### src/rtl/adc_scan_pkg.sv
package adc_scan_pkg;

    typedef enum logic [1:0] {
        SQ_IDLE = 2'd0,   // waiting for a start
        SQ_WAKE = 2'd1,   // cell powered, counting start-up time
        SQ_SCAN = 2'd2,   // choosing the next channel
        SQ_WAIT = 2'd3    // conversion outstanding
    } seq_state_e;

endpackage

### src/rtl/scan_trig_detect.sv
module scan_trig_detect #(
    parameter int NUM_TMR = 3,
    localparam int NSRC   = NUM_TMR + 1,
    localparam int SEL_W  = $clog2(NSRC)
) (
    input  logic               clk,
    input  logic               rst_n,
    input  logic               hw_trig_en,
    input  logic [SEL_W-1:0]   trig_sel,
    input  logic [NUM_TMR-1:0] tmr_out,
    input  logic               ext_trig,
    output logic               hit
);
    logic [NSRC-1:0] src;
    logic            lvl;
    logic            lvl_q;

    assign src = {ext_trig, tmr_out};

    always_comb begin
        lvl = 1'b0;
        for (int i = 0; i < NSRC; i++) begin
            if (trig_sel == SEL_W'(i)) lvl = src[i];
        end
    end

    // previous level follows the selected source at all times,
    // so a level held across a scan does not look like a new edge
    always_ff @(posedge clk) begin
        if (!rst_n) lvl_q <= 1'b0;
        else        lvl_q <= lvl;
    end

    assign hit = hw_trig_en & lvl & ~lvl_q;

endmodule

### src/rtl/scan_chan_mask.sv
module scan_chan_mask #(
    parameter int NUM_CH = 8
) (
    input  logic              clk,
    input  logic              rst_n,
    input  logic [NUM_CH-1:0] ch_set,
    input  logic [NUM_CH-1:0] ch_clr,
    output logic [NUM_CH-1:0] mask
);
    logic [NUM_CH-1:0] mask_d, mask_q;

    always_comb mask_d = (mask_q | ch_set) & ~ch_clr;

    always_ff @(posedge clk) begin
        if (!rst_n) mask_q <= '0;
        else        mask_q <= mask_d;
    end

    assign mask = mask_q;

endmodule

### src/rtl/scan_lsb_pick.sv
module scan_lsb_pick #(
    parameter int NUM_CH = 8,
    localparam int CH_W  = $clog2(NUM_CH)
) (
    input  logic [NUM_CH-1:0] vec,
    output logic [CH_W-1:0]   idx,
    output logic              any
);
    // walk downward so the lowest set bit is written last
    always_comb begin
        idx = '0;
        any = 1'b0;
        for (int i = NUM_CH - 1; i >= 0; i--) begin
            if (vec[i]) begin
                idx = CH_W'(i);
                any = 1'b1;
            end
        end
    end

endmodule

### src/rtl/adc_scan_ctrl.sv
module adc_scan_ctrl
    import adc_scan_pkg::*;
#(
    parameter int NUM_CH  = 8,
    parameter int NUM_TMR = 3,
    parameter int RES_W   = 10,
    parameter int DLY_W   = 8,
    localparam int CH_W   = $clog2(NUM_CH),
    localparam int SEL_W  = $clog2(NUM_TMR + 1)
) (
    input  logic                    clk,
    input  logic                    rst_n,
    input  logic                    sw_start,
    input  logic                    hw_trig_en,
    input  logic [SEL_W-1:0]        trig_sel,
    input  logic [NUM_TMR-1:0]      tmr_out,
    input  logic                    ext_trig,
    input  logic [NUM_CH-1:0]       ch_set,
    input  logic [NUM_CH-1:0]       ch_clr,
    output logic [NUM_CH-1:0]       ch_en_mask,
    input  logic                    sleep_en,
    input  logic [DLY_W-1:0]        startup_cycles,
    output logic                    adc_pwr_on,
    output logic                    conv_start,
    output logic [CH_W-1:0]         conv_ch,
    input  logic                    conv_done,
    input  logic [RES_W-1:0]        conv_data,
    output logic [NUM_CH*RES_W-1:0] ch_data,
    output logic [NUM_CH-1:0]       xfer_req,
    output logic                    busy
);
    typedef struct packed {
        seq_state_e        st;
        logic [NUM_CH-1:0] scan;   // channels still to convert
        logic [CH_W-1:0]   cur;
        logic [DLY_W-1:0]  cnt;
        logic              pwr;
        logic              conv;
        logic [NUM_CH-1:0] xfer;
    } ctl_t;

    ctl_t              ctl_d, ctl_q;
    logic              hw_hit;
    logic              start;
    logic [NUM_CH-1:0] mask_q;
    logic [CH_W-1:0]   pick_idx;
    logic              pick_any;

    scan_trig_detect #(.NUM_TMR(NUM_TMR)) u_trig (
        .clk        (clk),
        .rst_n      (rst_n),
        .hw_trig_en (hw_trig_en),
        .trig_sel   (trig_sel),
        .tmr_out    (tmr_out),
        .ext_trig   (ext_trig),
        .hit        (hw_hit)
    );

    scan_chan_mask #(.NUM_CH(NUM_CH)) u_mask (
        .clk    (clk),
        .rst_n  (rst_n),
        .ch_set (ch_set),
        .ch_clr (ch_clr),
        .mask   (mask_q)
    );

    scan_lsb_pick #(.NUM_CH(NUM_CH)) u_pick (
        .vec (ctl_q.scan),
        .idx (pick_idx),
        .any (pick_any)
    );

    assign start = sw_start | hw_hit;

    always_comb begin
        ctl_d      = ctl_q;
        ctl_d.conv = 1'b0;
        ctl_d.xfer = '0;
        unique case (ctl_q.st)
            SQ_IDLE: begin
                if (start) begin
                    ctl_d.scan = mask_q;
                    if (sleep_en && (|mask_q)) begin
                        ctl_d.st  = SQ_WAKE;
                        ctl_d.cnt = startup_cycles;
                    end else begin
                        ctl_d.st  = SQ_SCAN;
                    end
                end
            end
            SQ_WAKE: begin
                if (ctl_q.cnt == '0) ctl_d.st  = SQ_SCAN;
                else                 ctl_d.cnt = ctl_q.cnt - 1'b1;
            end
            SQ_SCAN: begin
                if (pick_any) begin
                    ctl_d.conv           = 1'b1;
                    ctl_d.cur            = pick_idx;
                    ctl_d.scan[pick_idx] = 1'b0;
                    ctl_d.st             = SQ_WAIT;
                end else begin
                    ctl_d.st = SQ_IDLE;
                end
            end
            SQ_WAIT: begin
                if (conv_done) begin
                    ctl_d.xfer[ctl_q.cur] = 1'b1;
                    ctl_d.st              = SQ_SCAN;
                end
            end
            default: ctl_d.st = SQ_IDLE;
        endcase
        ctl_d.pwr = ~sleep_en
                  | (ctl_d.st == SQ_WAKE)
                  | (ctl_d.st == SQ_WAIT)
                  | ((ctl_d.st == SQ_SCAN) && (|ctl_d.scan));
    end

    always_ff @(posedge clk) begin
        if (!rst_n) begin
            ctl_q      <= '0;
            ctl_q.st   <= SQ_IDLE;
        end else begin
            ctl_q      <= ctl_d;
        end
    end

    // per-channel result slots
    for (genvar g = 0; g < NUM_CH; g++) begin : g_slot
        logic [RES_W-1:0] res_q;
        always_ff @(posedge clk) begin
            if (!rst_n)
                res_q <= '0;
            else if ((ctl_q.st == SQ_WAIT) && conv_done && (ctl_q.cur == CH_W'(g)))
                res_q <= conv_data;
        end
        assign ch_data[g*RES_W +: RES_W] = res_q;
    end

    assign ch_en_mask = mask_q;
    assign adc_pwr_on = ctl_q.pwr;
    assign conv_start = ctl_q.conv;
    assign conv_ch    = ctl_q.cur;
    assign xfer_req   = ctl_q.xfer;
    assign busy       = (ctl_q.st != SQ_IDLE);

endmodule

### config.mk
export PLATFORM = sky130hd
export DESIGN_NAME = adc_scan_ctrl
export DESIGN_NICKNAME = d
export VERILOG_FILES = /design/src/rtl/adc_scan_pkg.sv /design/src/rtl/scan_trig_detect.sv /design/src/rtl/scan_chan_mask.sv /design/src/rtl/scan_lsb_pick.sv /design/src/rtl/adc_scan_ctrl.sv
export SDC_FILE = /design/constraint.sdc
export NUM_CORES = 1
export LEC_CHECK = 0
export BUFFER_PORTS_ARGS = -buffer_cell sky130_fd_sc_hd__buf_2
export CORE_MARGIN = 2
export CORE_UTILIZATION = 30
export DETAILED_ROUTE_END_ITERATION = 7
export GPL_TIMING_DRIVEN = 0
export SLEW_MARGIN = 15
export SYNTH_ARGS = -nofsm -noshare
export SYNTH_HDL_FRONTEND = slang
export SYNTH_HIERARCHICAL = 1
export SYNTH_SLANG_ARGS = --single-unit
### constraint.sdc
create_clock -name clk -period 5.8 [get_ports clk]
set_input_delay 0.29 -clock clk [delete_from_list [all_inputs] [get_ports clk]]
set_output_delay 0.29 -clock clk [all_outputs]
set_load 0.01 [all_outputs]
=== Word-level counts from Yosys, hierarchy flattened ===
Cells that the tools add are included.

* Memory bits (writable): 0
* Register bits after elaboration: 120
* Logic and storage cells: 116
* Latch bits: 0
* ROM bits: 0
* Output and inout bits: 102
* Memories: 0

* Magnitude comparators: 4
* Shifts and indexed selects: 0
* Equality and inequality tests: 19
* Bitwise gates (word level): 13
* Add/sub/neg operators: 1
* Div/mod/pow operators: 0
* Muxes and demuxes: 37
* Reduce and logical (&&, ||, !) cells: 25
* $mul: 0

{| class="wikitable"
|+ Operators with widths
! kind !! number
|-
| one-hot mux 8 bit (2 select lines) || 2
|-
| 2-to-1 mux 3 bit || 8
|-
| 2-to-1 mux 8 bit || 3
|-
| bitwise AND 8 bit || 2
|-
| NOT 8 bit || 2
|-
| OR reduction 8 bit || 2
|-
| 2-to-1 mux 1 bit || 15
|-
| logical AND 1 bit || 13
|-
| equality test 2 bit (second input constant) || 6
|-
| equality test 3 bit (second input constant) || 4
|-
| 2-to-1 mux 11 bit || 1
|-
| 2-to-1 mux 10 bit || 1
|-
| logical NOT 8 bit || 1
|-
| less-than comparator 3 x 4 -> 1 bit (second input constant) || 2
|-
| 2-to-1 mux 2 bit || 4
|-
| OR 8 bit || 1
|-
| one-hot mux 2 bit (4 select lines) || 1
|-
| subtractor 8 x 1 -> 8 bit (second input constant) || 1
|-
| demux 1 bit (select 3 bit) || 2
|-
| equality test 2 x 1 -> 1 bit (second input constant) || 3
|-
| equality test 3 x 2 -> 1 bit (second input constant) || 2
|-
| >= comparator 3 x 1 -> 1 bit (second input constant) || 2
|-
| != test 2 bit (second input constant) || 3
|-
| logical NOT 2 bit || 2
|-
| other kinds (9) || 16
|}

=== Logic depth before layout (Yosys ltp) ===
Gate-level depths: netlist (run 1).

* Depth after elaboration: 19
* Depth in mapped cells: 10
* Depth with buffers taken out: 9

=== Modules after synthesis ===
The synthesis (run 1) kept the hierarchy.

{| class="wikitable"
|+ By module, submodules not included
! module !! times used !! area an instance (sq um) !! cells an instance
|-
| adc_scan_ctrl || 1 || 4,459.3 || 498
|-
| scan_chan_mask || 1 || 290.3 || 24
|-
| scan_lsb_pick || 1 || 80.1 || 13
|-
| scan_trig_detect || 1 || 57.6 || 4
|}

=== Worst setup path after synthesis (run 1) ===
Ideal clock, no wire load.

* Path type: input-to-reg
* Start point: in trig_sel[0]
* End point: reg ctl_q (netlist bit adc_pwr_on)
* Stages: 9
* Data arrival time: 2.234 ns
* Slack: 3.450 ns
* Cells stage by stage: mux4_2 > and3b_1 > nor2_1 > nor2_1 > clkbuf_1 > a221o_1 > nor4_1 > nand2_1 > a22o_1

* Longest elaborated chain between the ends: 14
* Elaborated cells on any way between the ends: 22

{| class="wikitable"
|+ RTL lines
! item !! line !! source
|-
| start, declared || adc_scan_ctrl.sv:15 || <nowiki>input logic [SEL_W-1:0] trig_sel,</nowiki>
|-
| logical NOT 2 bit || scan_trig_detect.sv:23 || <nowiki>if (trig_sel == SEL_W'(i)) lvl = src[i];</nowiki>
|-
| 2-to-1 mux 1 bit (3 in a row) || scan_trig_detect.sv:23 ||
|-
| 2-to-1 mux 1 bit (*) || scan_trig_detect.sv:23 ||
|-
| bitwise AND 1 bit (*) (2 in a row) || scan_trig_detect.sv:34 || <nowiki>assign hit = hw_trig_en & lvl & ~lvl_q;</nowiki>
|-
| named net hw_hit || adc_scan_ctrl.sv:43 || <nowiki>logic hw_hit;</nowiki>
|-
| OR 1 bit (*) || adc_scan_ctrl.sv:73 || <nowiki>assign start = sw_start | hw_hit;</nowiki>
|-
| 2-to-1 mux 10 bit (*) || adc_scan_ctrl.sv:81 || <nowiki>if (start) begin</nowiki>
|-
| one-hot mux 2 bit (4 select lines) || adc_scan_ctrl.sv:79 || <nowiki>unique case (ctl_q.st)</nowiki>
|-
| equality test 2 x 1 -> 1 bit || adc_scan_ctrl.sv:114 || <nowiki>| (ctl_d.st == SQ_WAKE)</nowiki>
|-
| OR 1 bit || adc_scan_ctrl.sv:114 ||
|-
| OR 1 bit || adc_scan_ctrl.sv:115 || <nowiki>| (ctl_d.st == SQ_WAIT)</nowiki>
|-
| OR 1 bit (*) || adc_scan_ctrl.sv:116 || <nowiki>| ((ctl_d.st == SQ_SCAN) && (|ctl_d.scan));</nowiki>
|-
| end signal, assigned || adc_scan_ctrl.sv:124 || <nowiki>ctl_q <= ctl_d;</nowiki>
|-
| end, declared || adc_scan_ctrl.sv:42 || <nowiki>ctl_t ctl_d, ctl_q;</nowiki>
|}

The timed path passes the listed nets; every way through them passes the cells marked *.
A chain may end at the register's enable or synchronous reset.

=== Worst setup path in the final report (run 1) ===
* Start point: reg ctl_q[23] (netlist name)
* End point: reg ctl_q (netlist bit adc_pwr_on)

* Longest elaborated chain between the ends: 14
* Elaborated cells on any way between the ends: 26

{| class="wikitable"
|+ RTL lines
! item !! line !! source
|-
| 2-to-1 mux 3 bit (*) (3 in a row) || scan_lsb_pick.sv:14 || <nowiki>if (vec[i]) begin</nowiki>
|-
| named net pick_idx[0] || adc_scan_ctrl.sv:46 || <nowiki>logic [CH_W-1:0] pick_idx;</nowiki>
|-
| less-than comparator 3 x 4 -> 1 bit (implied by the code) or >= comparator 3 x 1 -> 1 bit (tied branches) || adc_scan_ctrl.sv:99 || <nowiki>ctl_d.scan[pick_idx] = 1'b0;</nowiki>
|-
| logical AND 1 bit (implied by the code) || adc_scan_ctrl.sv:99 ||
|-
| 2-to-1 mux 1 bit (implied by the code) || adc_scan_ctrl.sv:99 ||
|-
| demux 1 bit (select 3 bit) (*) || adc_scan_ctrl.sv:99 ||
|-
| NOT 8 bit (no line) (*) || n/a ||
|-
| bitwise AND 8 bit (no line) (*) || n/a ||
|-
| 2-to-1 mux 11 bit (*) || adc_scan_ctrl.sv:96 || <nowiki>if (pick_any) begin</nowiki>
|-
| one-hot mux 8 bit (2 select lines) (*) || adc_scan_ctrl.sv:79 ||
|-
| OR reduction 8 bit (*) || adc_scan_ctrl.sv:116 ||
|-
| logical AND 1 bit (*) || adc_scan_ctrl.sv:116 ||
|-
| OR 1 bit (*) || adc_scan_ctrl.sv:116 ||
|}

Marks and branches as above.

==> metrics.cfg, run 1 <==
[pwr]
p_per_area_mw_per_mm2 = 346
peakVddDrop_mv = 0.206
p_leak_nw = 2.70
fin_total_pwr_mw = 2.23

[setup_path]
crit_top_cell = nand2_1
crit_chain = o41ai_1 > nand2_1 > o311a_1 > a221o_1 > nor4_1 > nand2_1 > a22o_1
cp_max_fo = 6
crit_buf_inv = 0
path_class = register to register
critPathLaunchType = register
worst_ep_arrival_time_ns = 2.94
cp-end-kind = register
max_stage_delay_ns = 0.67
cp_data_required_time_ns = 6.10
timing.critical_path.slowest_stage_cell = o41ai_1
cp_top_family = compound AO/OA/AOI/OAI gates

[layout]
syn2layout_area_growth_pct = 32.0
nNetsFinal = 743
instances_no_fill = 924
num-fill-cells = 1666
antennaDiodeCount = 0
layout-drive-gt1-share = 0.297

[clock_network]
cts_tree = built
worstSkewPairLatency_ns = 0.41
cts_resized = 0
postCtsSetupBuffers = 0
clk_transition_reported_paths_ns = 0.06
cts-root-buf = clkbuf_16
cts_buffers = 17
holdBufCountCts = 0
cts.sinks = 120
htree_levels = 4
clockBufferDepth = 2

[die]
die-width_um = 132
num_rows = 46
ios = 148
die_y_um = 132
start_util = 0.308
core_sq_mm = 0.0159
dieArea_sq_mm = 0.0173

[route]
drc = 0
ant_nets = 0
totalWireLength_um = 13500
dr_total_vias = 4199
first_pass_iters = 5
via_per_inst = 4.54
drt_first_iter_violations = 265
wl_per_cell_um = 14.7

[sta]
tns_ns = 0
holdWs_ns = 0.0384
tightest_slew_ns = 1.11
rsz0062_at_grt = no
drv_slew = 0
setup_viol = 0
max_freq_mhz = 379
hold_viol_final = 0
fin_crit_ns = 2.64
fin_worst_skew_ns = 0.00863
fin_crit_sh = 0.455
relSlewSlack = 0.251

[grt]
antenna_found_initial = 0
grt_pass1_wl_um = 21300
global_route.usage.total = 0.157
grt_pass1_vias = 3773
grt_max_degree = 17
grt_overflow_total = 0

[logic_synthesis]
yosysSeqAreaShare = 0.492
synthCells = 539
synth_edf_count = 0
avgSynthCellArea_sq_um = 9.07
mappedNetlistArea_sq_mm = 0.00489
syn_nets = 587
ys_types = 48
synth_ff_type = dfxtp_1
ys_async_sr_fraction = 0
synth-seq-cells = 120
yosysWarnings = 6

[job]
drv_cap = 0

[placed_design]
gp_congestion = 0.826
dp_cells = 892
dpl.hpwl_um = 9680
portBuffers = 137

[run_status]
outcome = completed

[worst_hold_path]
hold_path.class = input port to register

-- cell type report --
class                   instances  area [sq um]  area share
clock inverters                11           146      0.0227
well taps                     216           270      0.0419
flip-flops and latches        120          2400       0.372
repair buffers                137           686       0.106
multi-input cells             360          2210       0.343
clock buffers                  21           460      0.0714
inverters                       9          33.8     0.00524
plain buffers                  50           241      0.0374
-- power by group --
group          switching (mW)  internal [mW]  leakage, nW
Sequential             0.0233          0.849        0.970
Combinational           0.170          0.119         1.44
Clock                   0.374          0.698        0.293
-- state kept, by name, summed over array words and instances, names as in the netlist --
| register | flops |
|---|---|
| adc_pwr_on | 1 |
| u_mask/mask | 8 |
| conv_start | 1 |
| conv_ch | 3 |
| g_slot.res_q | 80 |
| u_trig/lvl_q | 1 |
| ctl_q | 18 |
| xfer_req | 8 |
-- synth_stat cells, drive strengths merged (3+ instances only) --
cell / number / share of area
a211oi: 3 / 0.0046
a21oi: 44 / 0.045
a221o: 8 / 0.016
a31oi: 3 / 0.0038
a41oi: 4 / 0.0072
and2: 11 / 0.014
buf: 16 / 0.023
clkbuf: 34 / 0.026
dfxtp: 120 / 0.49
inv: 9 / 0.0069
mux2i: 53 / 0.11
nand2: 75 / 0.058
nand2b: 4 / 0.0051
nor2: 81 / 0.067
nor2b: 3 / 0.0038
nor3: 10 / 0.011
nor3b: 9 / 0.022
nor4: 7 / 0.010
o21a: 3 / 0.0046
o21ai: 11 / 0.011
o311a: 3 / 0.0061
or2: 6 / 0.0077
or3: 3 / 0.0038
-- cells in the final DEF (no fill, tap or decap), types with 3 or more instances in the layout --
cell type	instances
a211oi_1	3
a21oi_1	44
a221o_1	8
a31oi_1	3
a41oi_1	4
and2_1	11
buf_2	141
buf_4	11
bufinv_16	3
clkbuf_1	36
clkbuf_16	17
clkinv_2	3
dfxtp_1	120
inv_1	8
mux2i_1	53
nand2_1	75
nand2b_1	4
nor2_1	76
nor2_2	3
nor2b_1	3
nor3_1	9
nor3b_2	8
nor4_1	6
o21a_1	3
o21ai_0	7
o21ai_1	4
o311a_1	3
or2_2	6
or3_1	3
-- metal layers --
metal / vias to the layer above / GRT usage / share of wire
li1: 2140 / - / -
met1: 1890 / 0.226 / 0.50
met2: 162 / 0.225 / 0.43
met3: 7 / 0.0448 / 0.063
met4: 0 / 0.0471 / 0.0075
met5: - / 0 / 0
-- through the flow --
step                      setup WS [ns]  instance area, sq um   util
after floorplan                    3.45                  4890      -
after global placement             3.03                  5840  0.368
after detailed placement           3.01                  5840  0.368
after CTS                          3.14                  6450  0.406
after global routing               2.86                  6450  0.406
final                              3.16                  6450  0.406
-- cell families after synthesis --
logic type,after synthesis,synth area share
adder cells (fa/ha/maj),2,0.00512
AO/OA/AOI/OAI,86,0.114
flip-flops,120,0.492
multiplexers,54,0.113
buffers and inverters,59,0.0563
AND/OR/NAND/NOR,218,0.220
-- final timing paths --
check	depth (start not counted)	slack, ns	endpoint	from
setup reg to reg	7	3.16	adc_pwr_on$_SDFF_PN0_	ctl_q[23]$_SDFF_PN0_
setup / recovery	7	3.16	adc_pwr_on$_SDFF_PN0_	ctl_q[23]$_SDFF_PN0_
hold / removal	2	0.04	u_mask/mask[4]$_SDFF_PN0_	ch_clr[4]
hold reg to reg	2	0.45	g_slot[0].res_q[5]$_SDFFE_PN0P_	g_slot[0].res_q[5]$_SDFFE_PN0P_
No activity file was read; power rests on OpenSTA's default activity.
==> run 2, diff against run 1 <==
==> constraint.sdc (replaced) <==
create_clock -name clk -period 2.2 [get_ports clk]
set_input_delay 0.11 -clock clk [delete_from_list [all_inputs] [get_ports clk]]
set_output_delay 0.11 -clock clk [all_outputs]
set_load 0.01 [all_outputs]
==> run 2 against run 1 <==
  * The run now ends with negative setup slack left
  * Count of clock-buffer cells in the layout decreased by 1
  * Combinational power increased to 3.0 times the previous value
  * Wire length increased by 4.4%
  * Register-to-register slack got worse by 3.2 ns
  * Via count increased by 4.4%
  * Cell area increased by 3.9%
  * Sequential share of layout area decreased by 1.1 points
  * Critical endpoint unchanged
  * Power increased to 2.5 times the previous value
  * Die area unchanged
  * First-iteration DRC count decreased by 11%
  * Clock skew increased by 0.00067 ns
  * Critical path depth increased by 1
==> metrics.cfg, run 2 (same netlist as run 1, synthesis figures left out) <==
[clock_network]
cts-root-buf = clkbuf_16
cts_tree = built
cts.sinks = 120  ; unchanged
worstSkewPairLatency_ns = 0.41  ; about the same
clk_transition_reported_paths_ns = 0.06  ; about the same
htree_levels = 4  ; unchanged
clockBufferDepth = 2  ; unchanged
cts_buffers = 17  ; unchanged

[setup_path]
crit_buf_inv = 1  ; +1
crit_top_cell = nand2_1
worst_ep_arrival_time_ns = 2.55  ; -0.39 ns
cp-end-kind = register
max_stage_delay_ns = 0.38  ; -0.29 ns
cp_data_required_time_ns = 2.50  ; -3.60 ns
crit_chain = o41ai_4 > nand2_1 > buf_4 > o311a_1 > a221o_1 > nor4_2 > nand2_1 > a22o_1
timing.critical_path.slowest_stage_cell = dfxtp_4
critPathLaunchType = register
path_class = register to register
cp_top_family = compound AO/OA/AOI/OAI gates
cp_max_fo = 6  ; unchanged

[layout]
reg_top3 = g_slot.res_q: 80 flops, ctl_q: 18 flops
num-fill-cells = 1637  ; -1.7%
layout_common_cells = buf_2 (140), dfxtp_1 (112), nor2_1 (75), nand2_1 (75), mux2i_1 (53)
final_util = 0.422  ; +0.0159
nNetsFinal = 767  ; +3.2%
regArea_sq_mm = 0.00242  ; +0.73%
final_common_cell = buf_2
regMostFlops = g_slot.res_q
layout-drive-gt1-share = 0.322  ; +0.0258
multi_input_area_sq_mm = 0.00228  ; +3.0%
syn2layout_area_growth_pct = 37.1
largest_register_ff_count = 80  ; unchanged
antennaDiodeCount = 0  ; unchanged

[placed_design]
gp_congestion = 0.791  ; -4.2%
portBuffers = 137  ; unchanged
pre_cts_slack_ns = -0.361  ; -3.37 ns
dpl.hpwl_um = 9790  ; +1.2%

[run_status]
outcome = finished, violations left
violations = negative setup slack

[sta]
relSlewSlack = 0.542  ; +0.290
setup_viol = 1  ; +1
fin_worst_skew_ns = 0.00930  ; +0.000667 ns
holdWs_ns = 0.0259  ; -0.0125 ns
rsz0062_at_grt = yes
max_freq_mhz = 443  ; +17%
tightest_slew_ns = 0.687  ; -0.427 ns
fin_crit_ns = 2.26  ; -0.385 ns
drv_slew = 0  ; unchanged
fin_crit_sh = 1.03  ; +0.570
setup_ws_ns = -0.0556  ; -3.21 ns
hold_viol_final = 0  ; unchanged

[route]
first_pass_iters = 6  ; +1
dr_total_vias = 4383  ; +4.4%
totalWireLength_um = 14100  ; +4.4%
via_per_inst = 4.62  ; +1.7%
drt_first_iter_violations = 236  ; -11%
ant_nets = 0  ; unchanged
wl_per_cell_um = 14.9  ; +1.7%
drc = 0  ; unchanged

[grt]
grt_util_met3 = 0.0498  ; +0.00502
met2_usage = 0.253  ; +0.0273
antenna_found_initial = 0  ; unchanged
grt_pass1_vias = 4121  ; +9.2%
grt_max_degree = 17  ; unchanged
use_met1 = 0.229  ; +0.00304
busiest_layer = met2
grt_pass1_wl_um = 22600  ; +6.1%
global_route.usage.total = 0.166  ; +0.00956
grt_overflow_total = 0  ; unchanged

[die]
start_util = 0.308  ; unchanged
core_sq_mm = 0.0159  ; unchanged
ios = 148  ; unchanged
num_rows = 46  ; unchanged
die_y_um = 132  ; unchanged
die-width_um = 132  ; unchanged
dieArea_sq_mm = 0.0173  ; unchanged

[job]
drv_cap = 0  ; unchanged

[pwr]
peakVddDrop_mv = 0.514  ; +150%
p_leak_nw = 2.82  ; +4.4%
fin_total_pwr_mw = 5.68  ; +150%
p_per_area_mw_per_mm2 = 847  ; +140%

[worst_hold_path]
hold_path.class = input port to register

==> run 2: cell count changes in the layout (fill, tap and decap cells not counted), moves of 5 or more <==
cell and delta:
buf_4 +10, dlygate4sd3_1 +17, dfxtp_2 +5, dfxtp_1 -8
==> run 2: report_power, final <==
part | leakage (nW) | total, mW | switching (mW) | internal (mW)
Clock | 0.253 | 2.51 | 1.04 | 1.48
Sequential | 0.975 | 2.31 | 0.0680 | 2.24
Combinational | 1.59 | 0.858 | 0.477 | 0.382
==> run 2: through the flow <==
stage	TNS, ns	cells	cell area, sq um
after floorplan	0	539	4890
after global placement	-0.393	892	5850
after detailed placement	-0.361	892	5850
after CTS	-0.0929	948	6670
after global routing	-0.203	948	6700
final	-0.0556	948	6700
==> run 2: final timing paths <==
path | slack (ns) | depth (start not counted) | start | end
max reg2reg | -0.06 | 8 | ctl_q[23]$_SDFF_PN0_ | adc_pwr_on$_SDFF_PN0_
max | -0.06 | 8 | ctl_q[23]$_SDFF_PN0_ | adc_pwr_on$_SDFF_PN0_
min | 0.03 | 3 | ch_set[4] | u_mask/mask[4]$_SDFF_PN0_
min reg2reg | 0.45 | 2 | g_slot[4].res_q[3]$_SDFFE_PN0P_ | g_slot[4].res_q[3]$_SDFFE_PN0P_
==> run 2: repair_timing <==
action                                  in CTS  in global routing
pin swaps                                    7                  2
hold buffers                                17                  0
endpoints found under the setup margin       1                 32
setup buffers                                7                  1
hold endpoints to repair                    10                  0
gates resized for setup                     17                  9
==> run 2: layout make-up <==
| cell class | instances | share of cell area |
|---|---|---|
| flip-flops and latches | 120 | 0.361 |
| multi-input cells | 360 | 0.340 |
| repair buffers | 162 | 0.137 |
| clock buffers | 20 | 0.0666 |
| well taps | 216 | 0.0403 |
| plain buffers | 49 | 0.0364 |
| clock inverters | 12 | 0.0144 |
| inverters | 9 | 0.00504 |
==> run 2: per-layer routing <==
metal | wire (um) | part of all wire
met5 | 0 | 0
met1 | 6800 | 0.48
met2 | 6370 | 0.45
met3 | 892 | 0.063
met4 | 68 | 0.0048
==> run 2: tightest hold or removal path, stage by stage <==
cell     delay, ns
buf_2         0.08
nor2_1        0.04
nor3b_2       0.15
==> run 3, diff against run 2 <==
--- a/config.mk
+++ b/config.mk
@@ -5,10 +5,11 @@
 export SDC_FILE = /design/constraint.sdc
 export NUM_CORES = 1
 export LEC_CHECK = 0
-export BUFFER_PORTS_ARGS = -buffer_cell sky130_fd_sc_hd__buf_2
 export CORE_MARGIN = 2
 export CORE_UTILIZATION = 30
+export CTS_BUF_LIST = sky130_fd_sc_hd__clkbuf_8
 export DETAILED_ROUTE_END_ITERATION = 7
+export DONT_BUFFER_PORTS = 1
 export GPL_TIMING_DRIVEN = 0
 export SLEW_MARGIN = 15
 export SYNTH_ARGS = -nofsm -noshare
==> run 3 against run 2 <==
  * The run still ends with negative setup slack left
  * Cell area fell by 10%
  * Worst hold slack improved by 0.027 ns
  * Via count fell by 8.4%
  * Fmax fell by 2.0%
  * Final cell count fell by 13%
  * Wire length fell by 1.5%
  * Die area did not move
  * Sequential share of layout area rose by 4.0 points
  * Sequential power barely moved
==> metrics.cfg, run 3 (same netlist as run 1, synthesis figures left out) <==
[route]
wl_per_cell_um = 16.9  ; +13%
via_per_inst = 4.88  ; +5.4%
first_pass_iters = 5  ; -1
totalWireLength_um = 13900  ; -1.5%
drt_first_iter_violations = 195  ; -17%
ant_nets = 0  ; unchanged
dr_total_vias = 4017  ; -8.4%
drc = 0  ; unchanged

[grt]
antenna_found_initial = 0  ; unchanged
grt_overflow_total = 0  ; unchanged
grt_max_degree = 17  ; unchanged
grt_pass1_wl_um = 22000  ; -2.3%
global_route.usage.total = 0.163  ; -0.00300
grt_pass1_vias = 3976  ; -3.5%

[pwr]
p_per_area_mw_per_mm2 = 877  ; +3.5%
peakVddDrop_mv = 0.589  ; +15%
p_leak_nw = 2.13  ; -24%

[layout]
antennaDiodeCount = 0  ; unchanged
final_util = 0.379  ; -0.0427
reg_top3 = g_slot.res_q: 80 flops, ctl_q: 18 flops
layout_common_cells = dfxtp_1 (111), nand2_1 (75), nor2_1 (74)
layout-drive-gt1-share = 0.169  ; -0.153
multi_input_area_sq_mm = 0.00227  ; about the same
num-fill-cells = 1627  ; -0.61%
regMostFlops = g_slot.res_q
largest_register_ff_count = 80  ; unchanged
syn2layout_area_growth_pct = 23.3
regArea_sq_mm = 0.00242  ; about the same
nNetsFinal = 643  ; -16%
final_common_cell = dfxtp_1

[setup_path]
cp_data_required_time_ns = 2.53  ; +0.03 ns
critPathLaunchType = register
path_class = register to register
cp_max_fo = 6  ; unchanged
cp-end-kind = register
worst_ep_arrival_time_ns = 2.63  ; +0.08 ns

[die]
ios = 148  ; unchanged
die_y_um = 132  ; unchanged
core_sq_mm = 0.0159  ; unchanged
dieArea_sq_mm = 0.0173  ; unchanged
die-width_um = 132  ; unchanged
num_rows = 46  ; unchanged
start_util = 0.308  ; unchanged

[clock_network]
clk_transition_reported_paths_ns = 0.07  ; about the same
cts_tree = built
cts.sinks = 120  ; unchanged
htree_levels = 4  ; unchanged
cts-root-buf = clkbuf_8
cts_buffers = 17  ; unchanged
clockBufferDepth = 2  ; unchanged
worstSkewPairLatency_ns = 0.44  ; +0.03 ns

[sta]
rsz0062_at_grt = yes
fin_worst_skew_ns = 0.00915  ; -0.000148 ns
tightest_slew_ns = 0.684  ; -0.00261 ns
setup_viol = 1  ; unchanged
drv_slew = 0  ; unchanged
hold_viol_final = 0  ; unchanged
max_freq_mhz = 435  ; -2.0%
fin_crit_sh = 1.05  ; +0.0205
fin_crit_ns = 2.30  ; +0.0451 ns
setup_ws_ns = -0.101  ; -0.0451 ns
relSlewSlack = 0.543  ; +0.00174

[placed_design]
pre_cts_slack_ns = -0.304  ; +0.0578 ns
gp_congestion = 0.802  ; +1.4%
dpl.hpwl_um = 9880  ; +0.84%
portBuffers = 0  ; -100%

[run_status]
outcome = finished, violations left
violations = negative setup slack

[worst_hold_path]
hold_path.class = input port to register

[job]
drv_cap = 0  ; unchanged

==> run 3: cell count changes in the layout (fill, tap and decap cells not counted), moves of 4 or more <==
cell / change
clkbuf_8: +18
clkbuf_16: -17
dlygate4sd3_1: +11
buf_2: -137
clkinv_4: -4
==> run 3: worst paths after layout <==
path / end / cells after the start / slack (ns) / startpoint
worst max-delay path: adc_pwr_on$_SDFF_PN0_ / 9 / -0.10 / ctl_q[23]$_SDFF_PN0_
worst min-delay path: ctl_q[27]$_SDFF_PN0_ / 2 / 0.05 / rst_n
worst max register to register: adc_pwr_on$_SDFF_PN0_ / 9 / -0.10 / ctl_q[23]$_SDFF_PN0_
worst min register to register: g_slot[3].res_q[6]$_SDFFE_PN0P_ / 2 / 0.51 / g_slot[3].res_q[6]$_SDFFE_PN0P_
==> run 3: layout make-up <==
cell class,instances,share of cell area
inverters,9,0.00561
plain buffers,49,0.0405
repair buffers,38,0.0590
well taps,216,0.0449
clock inverters,13,0.0276
clock buffers,19,0.0434
flip-flops and latches,120,0.401
multi-input cells,360,0.378
==> run 3: power by group <==
part           internal, mW  total [mW]  switching [mW]
combinational         0.369       0.822           0.454
clock                  1.19        2.15           0.951
sequential             2.24        2.31          0.0775
total                  3.80        5.28            1.48
==> run 3: critical path, stage by stage, from the launching register on <==
cell and delay, ns:
dfxtp_4 0.38, nor4_4 0.27, nor2b_1 0.16, buf_4 0.13, inv_1 0.05, o311a_1 0.35
a221o_1 0.29, nor4_1 0.26, nand2_1 0.09, a22o_1 0.22
==> run 3: layer usage <==
metal  part of all wire  global-route usage  up-vias
li1                   -                   -     1934
met4              0.011              0.0525        0
met1               0.44               0.203     1886
met5                  0                   0        -
met2               0.46               0.257      184
met3              0.090              0.0671       13
==> run 3: what timing repair did <==
item                                    in CTS  in global routing
gates cloned                                 0                  0
hold buffers                                28                  0
endpoints found under the setup margin       1                 32
hold endpoints to repair                    20                  0
buffers inserted                             6                  4
pin swaps                                    6                  5
gates resized for setup                     14                 12
==> run 3: through the flow <==
| step | cell area [sq um] | TNS, ns | instances | total power, mW | hold slack, ns |
|---|---|---|---|---|---|
| 6_report | 6020 | -0.101 | 824 | 5.28 | 0.0525 |
| 2_1_floorplan | 4890 | 0 | 539 | 2.89 | 0.180 |
| 3_5_place_dp | 5160 | -0.304 | 755 | 3.05 | 0.181 |
| 4_1_cts | 5960 | -0.143 | 821 | 5.29 | 0.0202 |
| 3_3_place_gp | 5160 | -0.263 | 755 | 3.03 | 0.180 |
| 5_1_grt | 6020 | -0.205 | 824 | 5.52 | 0.0565 |
